==> config.mk <==
export PLATFORM = sky130hd
export DESIGN_NAME = gpio_irq_port
export DESIGN_NICKNAME = d
export VERILOG_FILES = /design/src/rtl/gpio_irq_pkg.sv /design/src/rtl/gpio_sync.sv /design/src/rtl/gpio_bus_decode.sv /design/src/rtl/gpio_event_detect.sv /design/src/rtl/gpio_irq_port.sv
export SDC_FILE = /design/constraint.sdc
export NUM_CORES = 1
export LEC_CHECK = 0
export CELL_PAD_IN_SITES_DETAIL_PLACEMENT = 2
export CELL_PAD_IN_SITES_GLOBAL_PLACEMENT = 2
export CORE_MARGIN = 3
export CORE_UTILIZATION = 30
export DETAILED_ROUTE_END_ITERATION = 8
export DONT_BUFFER_PORTS = 1
export PLACE_DENSITY_LB_ADDON = 0.1
export SKIP_CTS_REPAIR_TIMING = 1
export SLEW_MARGIN = 25
export SYNTH_ARGS = -nofsm -noshare
export SYNTH_HDL_FRONTEND = slang
export SYNTH_SLANG_ARGS = --single-unit
==> constraint.sdc <==
create_clock -name clk -period 3.88 [get_ports clk]
set_clock_uncertainty 0.05 [all_clocks]
set_input_delay 0.776 -clock clk [delete_from_list [all_inputs] [get_ports clk]]
set_output_delay 0.776 -clock clk [all_outputs]
set_load 0.1 [all_outputs]
==> src/rtl/gpio_irq_pkg.sv <==
package gpio_irq_pkg;
    localparam int unsigned ADDR_W = 8;

    localparam logic [3:0] BLK_PIN  = 4'h0;
    localparam logic [3:0] BLK_FUNC = 4'h1;
    localparam logic [3:0] BLK_MASK = 4'h2;
    localparam logic [3:0] BLK_PAT1 = 4'h3;
    localparam logic [3:0] BLK_PAT0 = 4'h4;
    localparam logic [3:0] BLK_FLAG = 4'h5;

    localparam logic [3:0] SUB_LOAD = 4'h0;
    localparam logic [3:0] SUB_SET  = 4'h4;
    localparam logic [3:0] SUB_CLR  = 4'h8;

    typedef enum logic [1:0] {
        OP_NONE,
        OP_LOAD,
        OP_SET,
        OP_CLR
    } wr_op_e;

    typedef enum logic [2:0] {
        RG_NONE,
        RG_PIN,
        RG_FUNC,
        RG_MASK,
        RG_PAT1,
        RG_PAT0,
        RG_FLAG
    } reg_id_e;
endpackage

==> src/rtl/gpio_sync.sv <==
module gpio_sync #(
    parameter int unsigned WIDTH  = 32,
    parameter int unsigned STAGES = 2
) (
    input  logic             clk,
    input  logic             rst_n,
    input  logic [WIDTH-1:0] async_in,
    output logic [WIDTH-1:0] sync_out
);
    logic [WIDTH-1:0] stg_d [STAGES];
    logic [WIDTH-1:0] stg_q [STAGES];

    always_comb begin
        stg_d[0] = async_in;
        for (int s = 1; s < STAGES; s++) begin
            stg_d[s] = stg_q[s-1];
        end
    end

    always_ff @(posedge clk or negedge rst_n) begin
        if (!rst_n) begin
            for (int s = 0; s < STAGES; s++) begin
                stg_q[s] <= '0;
            end
        end else begin
            for (int s = 0; s < STAGES; s++) begin
                stg_q[s] <= stg_d[s];
            end
        end
    end

    assign sync_out = stg_q[STAGES-1];
endmodule

==> src/rtl/gpio_bus_decode.sv <==
module gpio_bus_decode
    import gpio_irq_pkg::*;
(
    input  logic              bus_sel,
    input  logic              bus_we,
    input  logic [ADDR_W-1:0] bus_addr,
    output reg_id_e           wr_id,
    output wr_op_e            wr_op,
    output reg_id_e           rd_id
);
    reg_id_e blk_id;
    logic [3:0] blk;
    logic [3:0] sub;

    assign blk = bus_addr[7:4];
    assign sub = bus_addr[3:0];

    always_comb begin
        case (blk)
            BLK_PIN:  blk_id = RG_PIN;
            BLK_FUNC: blk_id = RG_FUNC;
            BLK_MASK: blk_id = RG_MASK;
            BLK_PAT1: blk_id = RG_PAT1;
            BLK_PAT0: blk_id = RG_PAT0;
            BLK_FLAG: blk_id = RG_FLAG;
            default:  blk_id = RG_NONE;
        endcase
    end

    always_comb begin
        wr_id = RG_NONE;
        wr_op = OP_NONE;
        rd_id = RG_NONE;
        if (bus_sel && bus_we && blk_id != RG_PIN && blk_id != RG_NONE) begin
            wr_id = blk_id;
            case (sub)
                SUB_LOAD: wr_op = OP_LOAD;
                SUB_SET:  wr_op = OP_SET;
                SUB_CLR:  wr_op = OP_CLR;
                default:  wr_op = OP_NONE;
            endcase
        end
        if (bus_sel && !bus_we && sub == SUB_LOAD) begin
            rd_id = blk_id;
        end
    end
endmodule

==> src/rtl/gpio_event_detect.sv <==
module gpio_event_detect #(
    parameter int unsigned NPINS = 32
) (
    input  logic             clk,
    input  logic             rst_n,
    input  logic [NPINS-1:0] lvl,
    input  logic [NPINS-1:0] func,
    input  logic [NPINS-1:0] pat1,
    input  logic [NPINS-1:0] pat0,
    output logic [NPINS-1:0] hit
);
    logic [NPINS-1:0] prev_d;
    logic [NPINS-1:0] prev_q;

    always_comb begin
        prev_d = lvl;
    end

    always_ff @(posedge clk or negedge rst_n) begin
        if (!rst_n) begin
            prev_q <= '0;
        end else begin
            prev_q <= prev_d;
        end
    end

    for (genvar i = 0; i < NPINS; i++) begin : g_pin
        logic raw;
        always_comb begin
            case ({pat1[i], pat0[i]})
                2'b00:   raw = ~lvl[i];
                2'b01:   raw = lvl[i];
                2'b10:   raw = prev_q[i] & ~lvl[i];
                default: raw = ~prev_q[i] & lvl[i];
            endcase
        end
        assign hit[i] = raw & func[i];
    end
endmodule

==> src/rtl/gpio_irq_port.sv <==
module gpio_irq_port
    import gpio_irq_pkg::*;
#(
    parameter int unsigned NPINS       = 32,
    parameter int unsigned SYNC_STAGES = 2
) (
    input  logic              clk,
    input  logic              rst_n,
    input  logic              bus_sel,
    input  logic              bus_we,
    input  logic [ADDR_W-1:0] bus_addr,
    input  logic [NPINS-1:0]  bus_wdata,
    output logic [NPINS-1:0]  bus_rdata,
    input  logic [NPINS-1:0]  pin_in,
    output logic [NPINS-1:0]  pin_out,
    output logic              irq
);
    typedef struct packed {
        logic [NPINS-1:0] func;
        logic [NPINS-1:0] mask;
        logic [NPINS-1:0] pat1;
        logic [NPINS-1:0] pat0;
        logic [NPINS-1:0] flag;
        logic             irq;
    } state_t;

    state_t st_d;
    state_t st_q;

    reg_id_e          wr_id;
    wr_op_e           wr_op;
    reg_id_e          rd_id;
    logic [NPINS-1:0] lvl;
    logic [NPINS-1:0] hit;

    logic [NPINS-1:0] func_q;
    logic [NPINS-1:0] mask_q;
    logic [NPINS-1:0] pat0_q;
    logic [NPINS-1:0] flag_q;

    function automatic logic [NPINS-1:0] apply_op(
        input logic [NPINS-1:0] cur,
        input wr_op_e           op,
        input logic [NPINS-1:0] val
    );
        case (op)
            OP_LOAD: return val;
            OP_SET:  return cur | val;
            OP_CLR:  return cur & ~val;
            default: return cur;
        endcase
    endfunction

    gpio_sync #(
        .WIDTH  (NPINS),
        .STAGES (SYNC_STAGES)
    ) sync_i (
        .clk      (clk),
        .rst_n    (rst_n),
        .async_in (pin_in),
        .sync_out (lvl)
    );

    gpio_bus_decode dec_i (
        .bus_sel  (bus_sel),
        .bus_we   (bus_we),
        .bus_addr (bus_addr),
        .wr_id    (wr_id),
        .wr_op    (wr_op),
        .rd_id    (rd_id)
    );

    gpio_event_detect #(
        .NPINS (NPINS)
    ) det_i (
        .clk   (clk),
        .rst_n (rst_n),
        .lvl   (lvl),
        .func  (st_q.func),
        .pat1  (st_q.pat1),
        .pat0  (st_q.pat0),
        .hit   (hit)
    );

    always_comb begin
        st_d = st_q;
        case (wr_id)
            RG_FUNC: st_d.func = apply_op(st_q.func, wr_op, bus_wdata);
            RG_MASK: st_d.mask = apply_op(st_q.mask, wr_op, bus_wdata);
            RG_PAT1: st_d.pat1 = apply_op(st_q.pat1, wr_op, bus_wdata);
            RG_PAT0: st_d.pat0 = apply_op(st_q.pat0, wr_op, bus_wdata);
            RG_FLAG: st_d.flag = apply_op(st_q.flag, wr_op, bus_wdata);
            default: ;
        endcase
        // a detected event wins over a same-cycle software clear
        st_d.flag = st_d.flag | hit;
        st_d.irq  = |(st_q.flag & st_q.func & ~st_q.mask);
    end

    always_ff @(posedge clk or negedge rst_n) begin
        if (!rst_n) begin
            st_q      <= '0;
            st_q.mask <= '1;
        end else begin
            st_q <= st_d;
        end
    end

    always_comb begin
        case (rd_id)
            RG_PIN:  bus_rdata = lvl;
            RG_FUNC: bus_rdata = st_q.func;
            RG_MASK: bus_rdata = st_q.mask;
            RG_PAT1: bus_rdata = st_q.pat1;
            RG_PAT0: bus_rdata = st_q.pat0;
            RG_FLAG: bus_rdata = st_q.flag;
            default: bus_rdata = '0;
        endcase
    end

    assign pin_out = st_q.pat0 & ~st_q.func;
    assign irq     = st_q.irq;

    assign func_q = st_q.func;
    assign mask_q = st_q.mask;
    assign pat0_q = st_q.pat0;
    assign flag_q = st_q.flag;
endmodule

== Word level (Yosys, flattened, before mapping) ==
Index checks and enable logic that the tools add are counted.
Storage, ports and cells
  register bits after elaboration: 257
  latch bits: 0
  RAM bits: 0
  memory bits (read-only): 0
  input port bits: 76
  output and inout bits: 65
  memories kept: 0
Cells by class
  add/subtract/negate cells: 0
  multipliers: 0
  divide/modulo/power cells: 0
  order comparisons: 0
  eq/ne operators: 86
  shifts and indexed selects: 0
  mux-type cells: 44
  bitwise logic cells: 177
  reductions and logical operators: 47
Operator list (number)
  $pmux W32 S3: 5
  $and A32 B32 Y32: 8
  $or A32 B32 Y32: 6
  $pmux W32 S6: 1
  $and A1 B1 Y1: 96
  $not A32 Y32: 3
  $pmux W1 S3: 32
  $eq A2 B2 Y1 const B: 34
  $eq A2 B1 Y1 const B: 33
  $logic_not A2 Y1: 32
  $not A1 Y1: 64
  $mux W32: 1
  $reduce_or A32 Y1: 1
  $eq A3 B3 Y1 const B: 6
  $pmux W3 S6: 1
  $eq A3 B2 Y1 const B: 4
  $eq A4 B3 Y1 const B: 3
  $eq A4 B2 Y1 const B: 2
  $logic_not A4 Y1: 2
  $reduce_and A2 Y1: 4
  $mux W3: 2
  $pmux W2 S3: 1
  $reduce_bool A3 Y1: 2
  $logic_and A1 B1 Y1: 5
  6 further kinds: 6

== Logic depth before layout (Yosys ltp) ==
  depth in word-level cells: 10
  mapped depth: 9
  gate-level depth less buffers: 5

== Modules after synthesis ==
A second synthesis with hierarchy kept.
Unflattened totals
  cells, all modules: 1149
  area total of the unflattened synthesis: 12059.1 um2
Modules (own cells, without submodules)
  gpio_irq_port: times used 1, cells each 873, area each 8222.9 um2, seq. area each 4068.9 um2
  gpio_event_detect: times used 1, cells each 192, area each 2082.0 um2, seq. area each 800.8 um2
  gpio_sync: times used 1, cells each 64, area each 1601.5 um2, seq. area each 1601.5 um2
  gpio_bus_decode: times used 1, cells each 20, area each 152.6 um2, seq. area each 0.0 um2

== Least setup slack after synthesis ==
No wires, ideal clock.
  path kind: in2out
  start: input bus_addr[1]
  end: output bus_rdata[21]
  arrival time: 3.773 ns
  required time: 3.054 ns
  path slack: -0.719 ns
  cell stages on the path: 6
  path buffers: 2
  cell sequence: nor2_1 and4b_1 clkbuf_1 nand2_1 clkbuf_1 o21ai_0
On the way
  longest elaborated chain between the ends: 5
  elaborated cells between the ends (all ways): 10
Ends and longest elaborated chain
  from (decl): line gpio_irq_port.sv:11  | input logic [ADDR_W-1:0] bus_addr,
  $logic_not A4 Y1 *: line gpio_bus_decode.sv:43  | if (bus_sel && !bus_we && sub == SUB_LOAD) begin
  $logic_and A1 B1 Y1 *: line gpio_bus_decode.sv:43
  $mux W3 *: line gpio_bus_decode.sv:43
  $eq A3 B3 Y1 (tied with other cells): line gpio_irq_port.sv:110  | case (rd_id)
  $pmux W32 S6 *: line gpio_irq_port.sv:110
  to (decl): line gpio_irq_port.sv:13  | output logic [NPINS-1:0] bus_rdata,
Every way passes the cells marked *; elsewhere a longest branch is shown, timed or not.

== Worst setup path in the final report ==
  start: input bus_addr[1]
  end: output bus_rdata[0]
The elaborated chain is that of the path after synthesis.

==> impl_metrics.prom <==
# TYPE chip_impl_metric gauge
chip_impl_metric{name="vdd_ir_drop_max",unit="mV"} 0.273
chip_impl_info{name="startpoint_type",value="primary input"} 1
chip_impl_metric{name="finalWorstPathRequiredPeriod",unit="ps"} 3420
chip_impl_info{name="crit_chain",value="nor2_1 -> nand4b_1 -> buf_4 -> nor2_2 -> buf_4 -> a221o_1 -> buf_12"} 1
chip_impl_metric{name="max_clock_freq",unit="MHz"} 292
chip_impl_metric{name="fin_worst_hold_slack",unit="ps"} -109
chip_impl_metric{name="critical_path.n_buffers_inverters",unit=""} 3
chip_impl_metric{name="synth_edf_count",unit=""} 0
chip_impl_metric{name="io_buffers",unit=""} 0
chip_impl_metric{name="path_clk_slew",unit="ps"} 50
chip_impl_metric{name="number_of_hold_slack_violations_in_the_final_timing_report",unit=""} 225
chip_impl_metric{name="finalSetupViolCount",unit=""} 0
chip_impl_metric{name="sequentialPowerShare",unit=""} 0.436
chip_impl_metric{name="design.final.nets",unit=""} 1296
chip_impl_metric{name="grt_first_pass_wirelength",unit="um"} 77100
chip_impl_metric{name="drt_first_iter_violations",unit=""} 706
chip_impl_metric{name="die_height",unit="um"} 209
chip_impl_metric{name="clock_power_share",unit=""} 0.494
chip_impl_metric{name="worst-r2r-setup-slack",unit="ps"} 1820
chip_impl_metric{name="via_count_of_the_first_global_routing_pass",unit=""} 11200
chip_impl_metric{name="path_max_fanout",unit=""} 13
chip_impl_metric{name="drv_slew",unit=""} 0
chip_impl_metric{name="synth-seq-area-share",unit=""} 0.523
chip_impl_info{name="critical-path-top-delay-family",value="buffers and inverters"} 1
chip_impl_metric{name="fin_util",unit=""} 0.372
chip_impl_metric{name="cp.arrival",unit="ps"} 2590
chip_impl_metric{name="clkLatencyLatePin",unit="ps"} 540
chip_impl_metric{name="drt-vias-per-instance",unit=""} 5.76
chip_impl_metric{name="layout_setup_ws",unit="ps"} 460
chip_impl_metric{name="antenna_found_initial",unit=""} 0
chip_impl_metric{name="numCtsBuffers",unit=""} 35
chip_impl_info{name="critical_path.endpoint_type",value="primary output"} 1
chip_impl_metric{name="start_util",unit=""} 0.307
chip_impl_metric{name="htreeDepth",unit=""} 2
chip_impl_info{name="min-delay-path-class",value="in2async"} 1
chip_impl_metric{name="die_x",unit="um"} 209
chip_impl_metric{name="final_layout_size_suffix_gt1_frac",unit=""} 0.215
chip_impl_metric{name="num_rows",unit=""} 73
chip_impl_info{name="crit_type",value="in2out"} 1
chip_impl_metric{name="cpPeakStageDelay",unit="ps"} 330
chip_impl_info{name="clk_root_buffer_cell",value="sky130_fd_sc_hd__clkbuf_16"} 1
chip_impl_info{name="unrepaired_setup_endpoints_after_global_routing",value="false"} 1
chip_impl_metric{name="wl_per_cell",unit="um"} 28.8
chip_impl_metric{name="totalWireLength",unit="um"} 51000
chip_impl_metric{name="power.switching",unit="uW"} 1730
chip_impl_metric{name="yosys.cell_types.count",unit=""} 43
chip_impl_metric{name="sw_frac_of_total",unit=""} 0.253
chip_impl_metric{name="netlist_area",unit="um^2"} 12400
chip_impl_info{name="synth_ff_type",value="sky130_fd_sc_hd__dfrtp_1"} 1
chip_impl_metric{name="syn-num-nets",unit=""} 1289
chip_impl_info{name="critPathMostFrequentCell",value="sky130_fd_sc_hd__buf_4"} 1
chip_impl_metric{name="pre_cts_slack",unit="ps"} 429
chip_impl_metric{name="post_synth_inst_count",unit=""} 1213
chip_impl_metric{name="power.share.combinational",unit=""} 0.070
chip_impl_metric{name="grt_use_total",unit=""} 0.233
chip_impl_metric{name="ant_nets",unit=""} 0
chip_impl_metric{name="relSlewSlack",unit=""} 0.264
chip_impl_metric{name="post-route-drc-count",unit=""} 0
chip_impl_metric{name="io_pins",unit=""} 141
chip_impl_metric{name="detailroute.via_count",unit=""} 10200
chip_impl_metric{name="floorplan.core_area",unit="um^2"} 40300
chip_impl_metric{name="async_reset_ff_frac",unit=""} 1.00
chip_impl_metric{name="tightest_slew",unit="ps"} 1100
chip_impl_metric{name="p_int",unit="uW"} 5090
chip_impl_info{name="worst_path_max_delay_cell",value="sky130_fd_sc_hd__a221o_1"} 1
chip_impl_metric{name="drt_first_pass_iters",unit=""} 5
chip_impl_metric{name="grt_overflow",unit=""} 0
chip_impl_metric{name="drv.max_cap_violation_count",unit=""} 0
chip_impl_metric{name="grt_start_max_net_pins",unit=""} 258
chip_impl_metric{name="syn-mean-instance-area",unit="um^2"} 10.2
chip_impl_metric{name="clock_tree.buffer_depth",unit=""} 3
chip_impl_metric{name="detailedPlacementHpwl",unit="um"} 32300
chip_impl_metric{name="layout_worst_path_cycle_share",unit=""} 0.881
chip_impl_metric{name="postSynthRegisterBits",unit=""} 257
chip_impl_metric{name="die_area",unit="um^2"} 43700
chip_impl_metric{name="power.density",unit="nW/um^2"} 454
chip_impl_metric{name="clock-sinks",unit=""} 257
chip_impl_metric{name="flow.area_growth_from_synthesis",unit="%"} 21.2
chip_impl_metric{name="n_antenna_cell",unit=""} 0
chip_impl_metric{name="ys.warnings.count",unit=""} 0
chip_impl_info{name="violated_checks",value="negative hold slack"} 1
chip_impl_info{name="tritoncts",value="done"} 1
chip_impl_metric{name="cellLeakagePower",unit="uW"} 0.00600
chip_impl_metric{name="gpl.final_weighted_congestion",unit=""} 0.759
chip_impl_info{name="status",value="finished, violations left"} 1
chip_impl_metric{name="cp.required",unit="ps"} 3050
## worst register-to-register path, cell delays in order, from the launching register on
cell and delay (ps):
sky130_fd_sc_hd__dfrtp_1 450, sky130_fd_sc_hd__nand2_1 220, sky130_fd_sc_hd__o22ai_1 120, sky130_fd_sc_hd__or2_2 280
sky130_fd_sc_hd__nor3_1 450, sky130_fd_sc_hd__nand4_1 290
## registers in the layout, indices dropped and copies added, names as in the netlist
name / flops
mask_q: 32
det_i.prev_q: 32
sync_i.sync_out: 32
sync_i.stg_d: 32
st_q: 32
func_q: 32
pat0_q: 32
flag_q: 32
irq: 1
## path summary, 6_finish.rpt
path	start	end	cells past startpoint
setup / recovery	bus_addr[1]	bus_rdata[0]	7
hold / removal	rst_n	sync_i.stg_d[28]	0
setup reg to reg	func_q[28]	irq	5
hold reg to reg	sync_i.stg_d[1]	sync_i.sync_out[1]	0
max in group asynchronous	rst_n	mask_q[11]	0
min in group clk	pin_in[25]	sync_i.stg_d[25]	0
## layout by cell type (no fill, tap or decap), types with 9 or more instances in the layout
cell                        count
sky130_fd_sc_hd__a221oi_1      32
sky130_fd_sc_hd__a21oi_1       35
sky130_fd_sc_hd__xnor2_1       64
sky130_fd_sc_hd__a22o_1       152
sky130_fd_sc_hd__nand2_1      177
sky130_fd_sc_hd__nor2b_2       31
sky130_fd_sc_hd__dfrtp_1      225
sky130_fd_sc_hd__dfstp_2       32
sky130_fd_sc_hd__clkbuf_8       9
sky130_fd_sc_hd__a221o_1       21
sky130_fd_sc_hd__nor2_1        59
sky130_fd_sc_hd__o22ai_1       16
sky130_fd_sc_hd__buf_12        38
sky130_fd_sc_hd__buf_4         45
sky130_fd_sc_hd__clkbuf_1      10
sky130_fd_sc_hd__nand3_1       11
sky130_fd_sc_hd__o21ai_2       43
sky130_fd_sc_hd__a22oi_1       21
sky130_fd_sc_hd__o21ai_0      120
sky130_fd_sc_hd__clkbuf_16     35
## power by group through the flow
stage,Clock (uW),Sequential [uW],Combinational (uW)
5_1_grt,3560,2990,506
3_5_place_dp,0,3020,474
6_report,3370,2970,474
2_1_floorplan,0,2960,413
3_3_place_gp,0,3020,466
4_1_cts,3460,2970,477
## Yosys cell counts, types with 5 or more instances
cell,instances,area share
sky130_fd_sc_hd__a21oi_1,35,0.014
sky130_fd_sc_hd__a221o_1,21,0.017
sky130_fd_sc_hd__a221oi_1,32,0.023
sky130_fd_sc_hd__a222oi_1,8,0.0065
sky130_fd_sc_hd__a22o_1,152,0.11
sky130_fd_sc_hd__a22oi_1,21,0.013
sky130_fd_sc_hd__buf_1,21,0.0064
sky130_fd_sc_hd__buf_2,35,0.014
sky130_fd_sc_hd__buf_6,5,0.0046
sky130_fd_sc_hd__clkbuf_1,48,0.015
sky130_fd_sc_hd__dfrtp_1,225,0.46
sky130_fd_sc_hd__dfstp_2,32,0.068
sky130_fd_sc_hd__nand2_1,178,0.054
sky130_fd_sc_hd__nand3_1,11,0.0044
sky130_fd_sc_hd__nor2_1,64,0.019
sky130_fd_sc_hd__nor2b_1,36,0.018
sky130_fd_sc_hd__o21ai_0,123,0.050
sky130_fd_sc_hd__o21ai_2,40,0.028
sky130_fd_sc_hd__o221ai_1,8,0.0057
sky130_fd_sc_hd__o22ai_1,16,0.0081
sky130_fd_sc_hd__xnor2_1,64,0.045
## per-layer routing
| layer | vias to the layer above | share of wire | GRT usage |
|---|---|---|---|
| met4 | 0 | 0.029 | 0.0755 |
| met3 | 81 | 0.049 | 0.0387 |
| li1 | 4452 | - | - |
| met2 | 249 | 0.47 | 0.375 |
| met1 | 5419 | 0.45 | 0.323 |
| met5 | - | 0 | 0 |
## stage by stage
stage | hold slack, ps | power [uW] | TNS, ps | cells | cell area (um^2)
finish | -109 | 6810 | 0 | 1770 | 15000
global route | -128 | 7060 | 0 | 1770 | 15000
CTS | -125 | 6910 | 0 | 1770 | 15000
detailed placement | 286 | 3490 | 0 | 1708 | 13800
global placement | 283 | 3480 | 0 | 1708 | 13800
floorplan | 281 | 3380 | -3710 | 1213 | 12400
## logic make-up (layout without fill, tap and decap cells)
logic type | Yosys count | after routing | share of synthesized area
AOI/OAI and AO/OA | 458 | 458 | 0.274
and+or+nand+nor | 317 | 317 | 0.112
DFF | 257 | 257 | 0.523
buffers and inverters | 113 | 145 | 0.0421
xor gates and xnor gates | 65 | 65 | 0.0460
muxes | 3 | 3 | 0.00243
## area by class of cell
| type | instances | area [um^2] |
|---|---|---|
| Clock buffer | 54 | 1040 |
| Clock inverter | 8 | 144 |
| Fill cell | 4222 | 25300 |
| Multi-Input combinational cell | 843 | 5580 |
| Sequential cell | 257 | 6470 |
| Tap cell | 525 | 657 |
| Timing Repair Buffer | 83 | 1100 |
Power figures use the tool's default switching activity.
